===== src/rtl/aclink_rx_deframer.sv =====
module aclink_rx_deframer #(
  parameter int TAG_W   = 16,
  parameter int SLOT_W  = 20,
  parameter int N_SLOTS = 12
) (
  input  logic                  bclk_i,
  input  logic                  rst_n,
  input  logic                  sync_i,
  input  logic                  sdin_i,
  output logic                  slot_stb_o,
  output logic [3:0]            slot_idx_o,
  output logic [SLOT_W-1:0]     slot_data_o,
  output logic                  slot_tag_o,
  output logic                  frame_done_o,
  output logic [TAG_W-1:0]      tag_word_o,
  output logic                  frame_err_o,
  output logic [SLOT_W-1:0]     stat_addr_o,
  output logic                  stat_addr_vld_o,
  output logic [SLOT_W-1:0]     stat_data_o,
  output logic                  stat_data_vld_o
);
  localparam int FRAME_LEN = TAG_W + SLOT_W * N_SLOTS;
  localparam int CW = $clog2(FRAME_LEN + 1);
  localparam int BW = $clog2(SLOT_W);

  logic              sync_q, active;
  logic [CW-1:0]     cnt;
  logic [BW-1:0]     bpos;
  logic [3:0]        sidx;
  logic [SLOT_W-1:0] sr;
  logic [TAG_W-1:0]  tagw;

  wire               rise     = sync_i & ~sync_q;
  wire               take     = rise | active;
  wire [CW-1:0]      idx      = rise ? '0 : cnt;
  wire               in_data  = idx >= CW'(TAG_W);
  wire [SLOT_W-1:0]  word     = {sr[SLOT_W-2:0], sdin_i};
  wire               slot_end = take && in_data && (bpos == BW'(SLOT_W-1));
  wire               last     = slot_end && (sidx == 4'(N_SLOTS));
  wire [TAG_W-1:0]   tag_sh   = tagw << sidx;
  wire               cur_tag  = tag_sh[TAG_W-1];

  always_ff @(negedge bclk_i or negedge rst_n) begin
    if (!rst_n) begin
      sync_q <= 1'b0;
      active <= 1'b0;
      cnt    <= '0;
      bpos   <= '0;
      sidx   <= '0;
      sr     <= '0;
      tagw   <= '0;
    end else begin
      sync_q <= sync_i;
      if (take) sr <= word;
      if (take && idx == CW'(TAG_W-1)) tagw <= word[TAG_W-1:0];
      if (rise) begin
        active <= 1'b1;
        cnt    <= CW'(1);
        bpos   <= '0;
        sidx   <= 4'd1;
      end else if (active) begin
        cnt <= cnt + 1'b1;
        if (in_data) bpos <= slot_end ? '0 : bpos + 1'b1;
        if (slot_end) sidx <= sidx + 4'd1;
        if (last) active <= 1'b0;
      end
    end
  end

  always_ff @(negedge bclk_i or negedge rst_n) begin
    if (!rst_n) begin
      slot_stb_o      <= 1'b0;
      slot_idx_o      <= '0;
      slot_data_o     <= '0;
      slot_tag_o      <= 1'b0;
      frame_done_o    <= 1'b0;
      tag_word_o      <= '0;
      frame_err_o     <= 1'b0;
      stat_addr_o     <= '0;
      stat_addr_vld_o <= 1'b0;
      stat_data_o     <= '0;
      stat_data_vld_o <= 1'b0;
    end else begin
      slot_stb_o      <= slot_end;
      frame_done_o    <= last;
      stat_addr_vld_o <= slot_end && cur_tag && sidx == 4'd1;
      stat_data_vld_o <= slot_end && cur_tag && sidx == 4'd2;
      if (slot_end) begin
        slot_idx_o  <= sidx;
        slot_data_o <= word;
        slot_tag_o  <= cur_tag;
      end
      if (last) tag_word_o <= tagw;
      if (rise && active) frame_err_o <= 1'b1;
      if (slot_end && cur_tag && sidx == 4'd1) stat_addr_o <= word;
      if (slot_end && cur_tag && sidx == 4'd2) stat_data_o <= word;
    end
  end

  a_r5_idx_range: assert property (@(negedge bclk_i) disable iff (!rst_n)
    slot_stb_o |-> (slot_idx_o >= 4'd1 && slot_idx_o <= 4'(N_SLOTS)));

  a_r5_stb_single: assert property (@(negedge bclk_i) disable iff (!rst_n)
    slot_stb_o |=> !slot_stb_o);

  a_r7_done_with_last: assert property (@(negedge bclk_i) disable iff (!rst_n)
    frame_done_o |-> (slot_stb_o && slot_idx_o == 4'(N_SLOTS)));

  a_r8_err_sticky: assert property (@(negedge bclk_i) disable iff (!rst_n)
    frame_err_o |=> frame_err_o);

  a_r9_addr_vld: assert property (@(negedge bclk_i) disable iff (!rst_n)
    stat_addr_vld_o |-> (slot_stb_o && slot_tag_o && slot_idx_o == 4'd1));

  a_r10_data_vld: assert property (@(negedge bclk_i) disable iff (!rst_n)
    stat_data_vld_o |-> (slot_stb_o && slot_tag_o && slot_idx_o == 4'd2));

  a_r9_addr_hold: assert property (@(negedge bclk_i) disable iff (!rst_n)
    !stat_addr_vld_o && $past(rst_n) |-> $stable(stat_addr_o));
endmodule


===== config.mk =====
export PLATFORM = sky130hd
export DESIGN_NAME = aclink_rx_deframer
export DESIGN_NICKNAME = d
export VERILOG_FILES = /design/src/rtl/aclink_rx_deframer.sv
export SDC_FILE = /design/constraint.sdc
export NUM_CORES = 1
export LEC_CHECK = 0
export BUFFER_PORTS_ARGS = -buffer_cell sky130_fd_sc_hd__buf_2
export CORE_MARGIN = 2
export CORE_UTILIZATION = 30
export DETAILED_ROUTE_END_ITERATION = 16
export GPL_ROUTABILITY_DRIVEN = 0
export GPL_TIMING_DRIVEN = 0
export SLEW_MARGIN = 10
export SYNTH_ARGS = -nofsm -noshare
export SYNTH_HDL_FRONTEND = slang
export SYNTH_SLANG_ARGS = --single-unit

===== constraint.sdc =====
create_clock -name bclk_i -period 4.5 [get_ports bclk_i]
set_input_delay 0 -clock bclk_i [delete_from_list [all_inputs] [get_ports bclk_i]]
set_output_delay 0 -clock bclk_i [all_outputs]
set_load 0.05 [all_outputs]

# == After elaboration in Yosys (flattened, before gate mapping) ==
# Cells that the tools add are included.
# word_totals
register_bits,141
input_bits,4
# classes
add_sub_neg,3
n_lt_le_gt_ge,1
eq_ne,5
shift,1
muxes,13
bitwise_logic,3
reduce_logical,13
# op_table
op,n
9-bit 2-to-1 mux,3
5-bit 2-to-1 mux,4
16-bit by 4-bit << shifter with 16-bit output,1
4-bit 2-to-1 mux,3
9-bit by 1-bit adder with 9-bit output (second input constant),1
9-bit by 4-bit equality test with 1-bit output (second input constant),1
9-bit by 5-bit >= comparator with 1-bit output (second input constant),1
1-bit logical AND,8
2-bit nonzero test,3
5-bit by 1-bit adder with 5-bit output (second input constant),1
5-bit equality test (second input constant),1
4-bit by 1-bit adder with 4-bit output (second input constant),1
4-bit by 1-bit equality test with 1-bit output (second input constant),1
4-bit by 2-bit equality test with 1-bit output (second input constant),1
4-bit equality test (second input constant),1
2-bit AND reduction,2
1-bit 2-to-1 mux,3
1-bit bitwise AND,1
1-bit inverter,1
1-bit bitwise OR,1

# == Depth between registers and ports, before layout ==
# Gate-level depths: netlist (run 1).
# depth
ltp_word,10
ltp_mapped,7

==> flow_metrics.tcl, run 1 <==
set metrics [dict create \
    cts-resized-gates 0 \
    fill_cells 1908 \
    worst_slack_ps 713.7 \
    drt-total-wl_um 12840 \
    outcome "finished clean" \
    synth-edff-count 0 \
    clk_latency_ps 390 \
    grt_max_degree 74 \
    cp.arrival_ps 1770 \
    cts_setup_buffers 0 \
    final_nets 499 \
    synthFlopType "dfrtn_1" \
    io_buffers 89 \
    synth.largest_area_cell "dfrtn_1" \
    grt_setup_unrepaired "false" \
    power.density_nw_per_um2 434.4 \
    core_area_um2 19270 \
    drive_above_1_share_pct 50.80 \
    drc 0 \
    min_path_type "reg2reg" \
    clk_path_buf_depth 2 \
    rr_worst_depth 6 \
    dp_hpwl_um 8815 \
    yosysSeqAreaShare_pct 60.41 \
    async_flop_share_pct 100.0 \
    clock_power_share_pct 48.4 \
    p_int_mw 2.438 \
    drv_slew 0 \
    fin_tns_setup_ps 0 \
    cp-end-kind "register" \
    grt_overflow 0 \
    drtIter0Drc 197 \
    finalSetupViolCount 0 \
    path_clk_slew_ps 50 \
    htreeDepth 4 \
    netlist_area_um2 5841 \
    fin_util_pct 37.87 \
    antenna_left 0 \
    cp-start-kind "input pin" \
    leakage_nw 3.863 \
    p_sw_mw 0.7317 \
    start_util_pct 30.31 \
    worstPathRequired_ps 2490 \
    dp_cells 735 \
    cts_buffers 17 \
    worst-setup-path-type "in2reg" \
    avgRoutedWirePerCell_um 16.74 \
    grt_pass1_vias 3640 \
    ys_seq_elements 141 \
    synthCells 380 \
    power_frac_seq_pct 45.4 \
    max-vdd-ir-drop_v 0.0002652 \
    cts_tree "done" \
    worst_pin_slew_ps 664.0 \
    die-area_um2 20600 \
    synth_top_area_share_pct 60.41 \
    min_path_cells 1 \
    yosys-top-cells-area "dfrtn_1 60%, mux2_2 14%, mux2_4 10%, ha_1 1.3%, nand2_1 1.2%" \
    placement_rows 51 \
    synth_cell_types 41 \
    total_power_mw 3.170 \
    clock_sinks 141 \
    num_vias 3425 \
    die_height_um 143.5 \
    ios 90 \
    diodes 0 \
    cts_root_buffer "clkbuf_16" \
    postCtsHoldBufs 0 \
    ys_warn_count 0 \
    avgSynthCellArea_um2 15.37 \
    syn_nets 390 \
    area_growth_pct 24.94 \
    comb_power_share_pct 6.2 \
    cp_max_fo 10 \
    routed_via_density 4.465 \
    antenna_found_initial 0 \
    relSlewSlack_pct 55.73 \
    cap_violations 0 \
    grt_usage_pct 13.27 \
    fp.dieW_um 143.5 \
    stdcell_count 767 \
    clock_skew_ps 5.958 \
    hold_violations 0 \
    switching_share_pct 23.08 \
    dr.pass1.iters 4 \
    grt_pass1_wl_um 20620 \
    post-place-ws_ps 242.4 \
]
[through the flow]
step | hold WS, ps | area (um^2)
finish | 413.5 | 7297
global route | 452.3 | 7297
CTS | 416.4 | 7297
detailed placement | 413.0 | 6651
global placement | 419.8 | 6618
floorplan | 447.8 | 5841
[cells in the final DEF, fill, tap and decap left out, types with 7 or more instances in the layout]
| master | netlist | layout |
|---|---|---|
| buf_2 | 5 | 93 |
| clkbuf_16 | 0 | 17 |
| nand2_1 | 18 | 18 |
| mux2_2 | 71 | 71 |
| dfrtn_1 | 141 | 141 |
| mux2_4 | 40 | 40 |
| buf_6 | 6 | 7 |
| nor2_1 | 17 | 17 |
[kinds of logic after synthesis]
family / after synthesis / share of synthesized area, %
AO/OA/AOI/OAI: 17 / 2.014
XOR/XNOR: 11 / 1.649
buffers and inverters: 23 / 2.356
flip-flops: 141 / 60.41
AND/OR/NAND/NOR: 63 / 5.741
adder cells (fa/ha/maj): 6 / 1.285
multiplexers: 119 / 26.54
[per-layer routing]
metal	vias up	GRT usage, %	share of wire, %
met1	1773	17.23	45
met5	-	0	0
met4	0	5.624	1.7
met3	17	3.765	4.9
li1	1567	-	-
met2	68	20.80	48
[power by group through the flow]
stage,Clock [mW],Sequential [mW],Combinational (mW)
finish,1.53,1.44,0.197
detailed placement,0,1.46,0.200
global placement,0,1.46,0.186
floorplan,0,1.44,0.126
global route,1.62,1.45,0.222
CTS,1.57,1.44,0.201
[worst paths after layout]
path                                  start             end  slack [ps]
worst max-delay path                 sync_i   tag_word_o[6]         710
worst min-delay path            frame_err_o     frame_err_o         410
worst max register to register      bpos[0]   tag_word_o[6]        1930
worst min register to register  frame_err_o     frame_err_o         410
max in group asynchronous             rst_n  tag_word_o[15]        1950
min in group asynchronous             rst_n  stat_addr_o[1]        1750
[state kept, by name, summed over array words and instances (netlist names)]
| register | cells |
|---|---|
| slot_idx_o | 4 |
| slot_stb_o | 1 |
| slot_tag_o | 1 |
| sidx | 4 |
| stat_data_o | 20 |
| stat_addr_o | 20 |
| tag_word_o | 16 |
| cnt | 9 |
| sync_q | 1 |
| slot_data_o | 20 |
| tagw | 16 |
| frame_done_o | 1 |
| stat_addr_vld_o | 1 |
| stat_data_vld_o | 1 |
| sr | 19 |
| active | 1 |
| frame_err_o | 1 |
| bpos | 5 |
[final cells by class]
class / instances / area [um^2] / area share [%]
flip-flops and latches: 141 / 3528 / 48.35
clock inverters: 15 / 220.2 / 3.018
inverters: 6 / 22.52 / 0.3086
multi-input cells: 216 / 2175 / 29.80
well taps: 265 / 331.6 / 4.544
repair buffers: 90 / 479.2 / 6.567
clock buffers: 17 / 425.4 / 5.830
plain buffers: 17 / 115.1 / 1.577
[critical path: stages]
cell and delay (ps):
buf_2 110, nand2b_1 190, o2111ai_2 230, nor2_2 490, buf_2 370, mux2_2 370
[Yosys cell counts (5+ instances only)]
master and number:
buf_6 6, ha_1 6, nand2_1 18, buf_2 5, o21ai_0 6, mux2_4 40, xnor2_1 5, xor2_1 6
nand3_1 5, mux2_2 71, nor2_1 17, dfrtn_1 141, inv_1 5
Note: power is estimated with default switching activity, not from simulation.
==> inputs of run 2 (changes only) <==
==> constraint.sdc (replaced) <==
create_clock -name bclk_i -period 3 [get_ports bclk_i]
set_input_delay 0 -clock bclk_i [delete_from_list [all_inputs] [get_ports bclk_i]]
set_output_delay 0 -clock bclk_i [all_outputs]
set_load 0.05 [all_outputs]
==> flow_metrics.tcl, run 2 (same netlist as run 1, synthesis figures left out) <==
set metrics [dict create \
    outcome "finished clean" \
    r2r-start "cnt[5]" \
    cts_buffers 17 \
    antenna_left 0 \
    clock_skew_ps 5.568 \
    hold_violations 0 \
    avgRoutedWirePerCell_um 16.68 \
    power.density_nw_per_um2 650.7 \
    cp_max_fo 10 \
    clk_path_buf_depth 2 \
    routed_via_density 4.445 \
    max-vdd-ir-drop_v 0.0003948 \
    grt_setup_unrepaired "false" \
    area_growth_pct 25.02 \
    dr.pass1.iters 4 \
    grt_pass1_vias 3639 \
    diodes 0 \
    num_vias 3409 \
    clock_sinks 141 \
    cts_tree "done" \
    min-delay-start "frame_err_o" \
    stdcell_count 767 \
    cp-start-kind "input pin" \
    grt_usage_pct 13.29 \
    die_height_um 143.5 \
    io_buffers 89 \
    relSlewSlack_pct 55.96 \
    min_path_type "reg2reg" \
    drt-total-wl_um 12790 \
    reg_top3 "slot_data_o: 20 flops, stat_addr_o: 20 flops, stat_data_o: 20 flops" \
    final_nets 499 \
    dp_cells 735 \
    antenna_found_initial 0 \
    clk_latency_ps 390 \
    rr_worst_depth 5 \
    layout_commonest_cell "dfrtn_1" \
    cap_violations 0 \
    ios 90 \
    drtIter0Drc 188 \
    worst-r2r-setup-slack_ps 400 \
    dp_hpwl_um 8815 \
    start_util_pct 30.31 \
    cp-end-kind "register" \
    worst-setup-path-type "in2reg" \
    final_cell_mix "141 x dfrtn_1, 93 x buf_2, 71 x mux2_2, 40 x mux2_4, 18 x nand2_1" \
    worstPathRequired_ps 1730 \
    drive_above_1_share_pct 50.80 \
    whs_ps 413.5 \
    min_path_cells 1 \
    drv_slew 0 \
    fp.dieW_um 143.5 \
    path_clk_slew_ps 40 \
    fin_tns_setup_ps 0 \
    holdPathEnd "frame_err_o" \
    worst_slack_ps 122.2 \
    cts_root_buffer "clkbuf_16" \
    worst_pin_slew_ps 660.6 \
    core_area_um2 19270 \
    cp.arrival_ps 1610 \
    grt_overflow 0 \
    leakage_nw 3.863 \
    htreeDepth 4 \
    grt_pass1_wl_um 20650 \
    die-area_um2 20600 \
    post-place-ws_ps -507.6 \
    cts_setup_buffers 0 \
    rr_endpoint "slot_data_o[18]" \
    finalSetupViolCount 0 \
    placement_rows 51 \
    drc 0 \
    grt_max_degree 74 \
]
[run 2: cell counts in the layout (fill, tap and decap cells not counted)]
No cell type changed its count.
[run 2: final cells by class]
class                      count  area, um^2
buffer                        17       115.1
clock buffer                  17       425.4
clock inverter                15       220.2
fill                        1908       11970
inverter                       6       22.52
multi-input combinational    216        2180
sequential                   141        3528
tap                          265       331.6
timing repair buffer          90       479.2
[run 2: critical path, stage by stage]
cell,delay (ps)
buf_2,110
nand2b_1,190
o2111ai_2,250
nor2_4,350
buf_2,340
mux2_2,370
[run 2: stage by stage]
stage	util (%)	power, mW	cell area [um^2]
final	37.89	4.751	7302
after global routing	37.89	4.947	7302
after CTS	37.89	4.816	7302
after detailed placement	34.52	2.494	6651
after global placement	34.34	2.467	6618
after floorplan	-	2.351	5841
[run 2: routing by layer]
| metal | share of wire, % | track usage [%] | up-vias | routed length (um) |
|---|---|---|---|---|
| met5 | 0 | 0 | - | 0 |
| met4 | 1.7 | 5.624 | 0 | 215 |
| met3 | 4.7 | 3.765 | 17 | 602 |
| met2 | 48 | 20.83 | 66 | 6199 |
| met1 | 45 | 17.28 | 1760 | 5774 |
| li1 | - | - | 1566 | - |
[run 2: worst max-delay path by stage]
stage	to	slack (ps)	start
after floorplan	tag_word_o[10]	120	sync_i
after global placement	stat_data_o[11]	-1300	rst_n
after detailed placement	tag_word_o[6]	-510	sync_i
after CTS	tag_word_o[6]	70	sync_i
after global routing	tag_word_o[6]	4	sync_i
final	tag_word_o[6]	120	sync_i
[run 2: repair_timing]
| item | CTS | global route |
|---|---|---|
| hold buffers | 0 | 0 |
| resized for setup | 1 | 0 |
| setup endpoints to repair | 8 | 0 |
[run 2: power breakdown]
part / internal [mW] / leakage, nW / total, mW / switching [mW]
Clock: 1.47 / 0.313 / 2.30 / 0.823
Combinational: 0.142 / 1.66 / 0.295 / 0.153
Sequential: 2.04 / 1.89 / 2.16 / 0.117
==> inputs of run 3 (changes only) <==
==> constraint.sdc (replaced) <==
create_clock -name bclk_i -period 2.75 [get_ports bclk_i]
set_input_delay 0 -clock bclk_i [delete_from_list [all_inputs] [get_ports bclk_i]]
set_output_delay 0 -clock bclk_i [all_outputs]
set_load 0.05 [all_outputs]
==> flow_metrics.tcl, run 3 (same netlist as run 1, synthesis figures left out) <==
set metrics [dict create \
    cp_max_fo 10 \
    grt_overflow 0 \
    cp-end-kind "register" \
    ios 90 \
    placement_rows 51 \
    clock_skew_ps 10.44 \
    dp_hpwl_um 8771 \
    worst_slack_ps 110.2 \
    num_vias 3388 \
    cap_violations 0 \
    place_area_um2 6656 \
    avgRoutedWirePerCell_um 16.56 \
    fill_cells 1866 \
    die_height_um 143.5 \
    worst_pin_slew_ps 532.0 \
    worstPathRequired_ps 1610 \
    drive_above_1_share_pct 51.20 \
    io_buffers 89 \
    cts_buffers 17 \
    clock_sinks 141 \
    min-delay-start "frame_err_o" \
    drtIter0Drc 208 \
    fin_util_pct 37.84 \
    postLayoutCellArea_um2 7292 \
    start_util_pct 30.31 \
    clk_latency_ps 400 \
    cts_root_buffer "clkbuf_16" \
    post-place-ws_ps -441.1 \
    cp-start-kind "input pin" \
    min_path_type "reg2reg" \
    cts_setup_buffers 0 \
    grt_max_degree 85 \
    drc 0 \
    drt-total-wl_um 12700 \
    rr_endpoint "slot_data_o[17]" \
    worst-path-buf-inv 2 \
    critical_path.max_stage_delay_ps 350 \
    area_growth_pct 24.85 \
    path_cells "buf_2 > nand2b_1 > o2111ai_2 > nor2_4 > buf_4 > mux2_2" \
    final_nets 499 \
    cp.arrival_ps 1500 \
    relSlewSlack_pct 63.61 \
    max-vdd-ir-drop_v 0.0004386 \
    power.density_nw_per_um2 702.0 \
    worst-setup-path-type "in2reg" \
    grt_pass1_vias 3621 \
    grt_usage_pct 13.23 \
    fin_tns_setup_ps 0 \
    rr_worst_depth 5 \
    antenna_left 0 \
    outcome "finished clean" \
    clk_path_buf_depth 2 \
    whs_ps 404.6 \
    core_area_um2 19270 \
    postCtsHoldBufs 0 \
    reg_top3 "slot_data_o: 20 flops, stat_addr_o: 20 flops, stat_data_o: 20 flops" \
    r2r-start "cnt[5]" \
    routed_via_density 4.417 \
    finalSetupViolCount 0 \
    final_cell_mix "141 x dfrtn_1, 92 x buf_2, 71 x mux2_2, 40 x mux2_4, 18 x nand2_1" \
    holdPathEnd "frame_err_o" \
    worst-r2r-setup-slack_ps 220 \
    leakage_nw 3.855 \
    path_clk_slew_ps 50 \
    dr.pass1.iters 6 \
    drv_slew 0 \
    min_path_cells 1 \
    fp.dieW_um 143.5 \
    die-area_um2 20600 \
    cp.depth 6 \
    diodes 0 \
    grt_pass1_wl_um 20560 \
    cts_tree "done" \
    htreeDepth 4 \
    layout_commonest_cell "dfrtn_1" \
    grt_setup_unrepaired "false" \
    cpMaxStageDelayCell "mux2_2" \
    antenna_found_initial 0 \
    hold_violations 0 \
    cp_top_family "simple AND/OR/NAND/NOR gates" \
]
run 3: worst register-to-register path: stages, from the launching register on:
cell,delay [ps]
dfrtn_1,400
or4_1,650
o2111ai_2,360
buf_2,360
buf_2,270
mux2_2,350
run 3: timing repair:
item / 4_1_cts / 5_1_grt
pin swaps: 1 / 0
endpoints found under the setup margin: 17 / 9
gates resized for setup: 2 / 2
run 3: worst max-delay path by stage:
stage | start | end | slack (ps)
floorplan | sync_i | tag_word_o[10] | 80
global placement | rst_n | stat_data_o[11] | -1470
detailed placement | sync_i | tag_word_o[4] | -440
CTS | sync_i | sr[9] | 80
global route | sync_i | tag_word_o[6] | 20
finish | sync_i | tag_word_o[4] | 110
run 3: layout make-up:
| type | count | area [um^2] | share of cell area [%] |
|---|---|---|---|
| inverters | 6 | 22.52 | 0.3089 |
| clock inverters | 14 | 191.4 | 2.625 |
| flip-flops and latches | 141 | 3528 | 48.39 |
| well taps | 265 | 331.6 | 4.547 |
| multi-input cells | 216 | 2180 | 29.89 |
| clock buffers | 18 | 439.2 | 6.023 |
| plain buffers | 17 | 120.1 | 1.647 |
| repair buffers | 90 | 479.2 | 6.572 |
run 3: stage by stage:
step / power, mW / cells
floorplan: 2.564 / 380
global placement: 2.693 / 734
CTS: 5.197 / 767
detailed placement: 2.724 / 735
finish: 5.119 / 767
global route: 5.340 / 767
run 3: layer usage:
layer	track usage [%]	vias to the layer above	wire (um)	share of wire, %
met5	0	-	0	0
met4	4.902	0	200	1.6
met3	4.199	15	637	5.0
met2	20.68	66	6195	49
met1	17.25	1742	5669	45
li1	-	1565	-	-
run 3: power breakdown:
| part | total [mW] | switching (mW) | internal, mW |
|---|---|---|---|
| registers | 2.36 | 0.130 | 2.23 |
| logic | 0.320 | 0.166 | 0.154 |
| clock network | 2.44 | 0.899 | 1.54 |
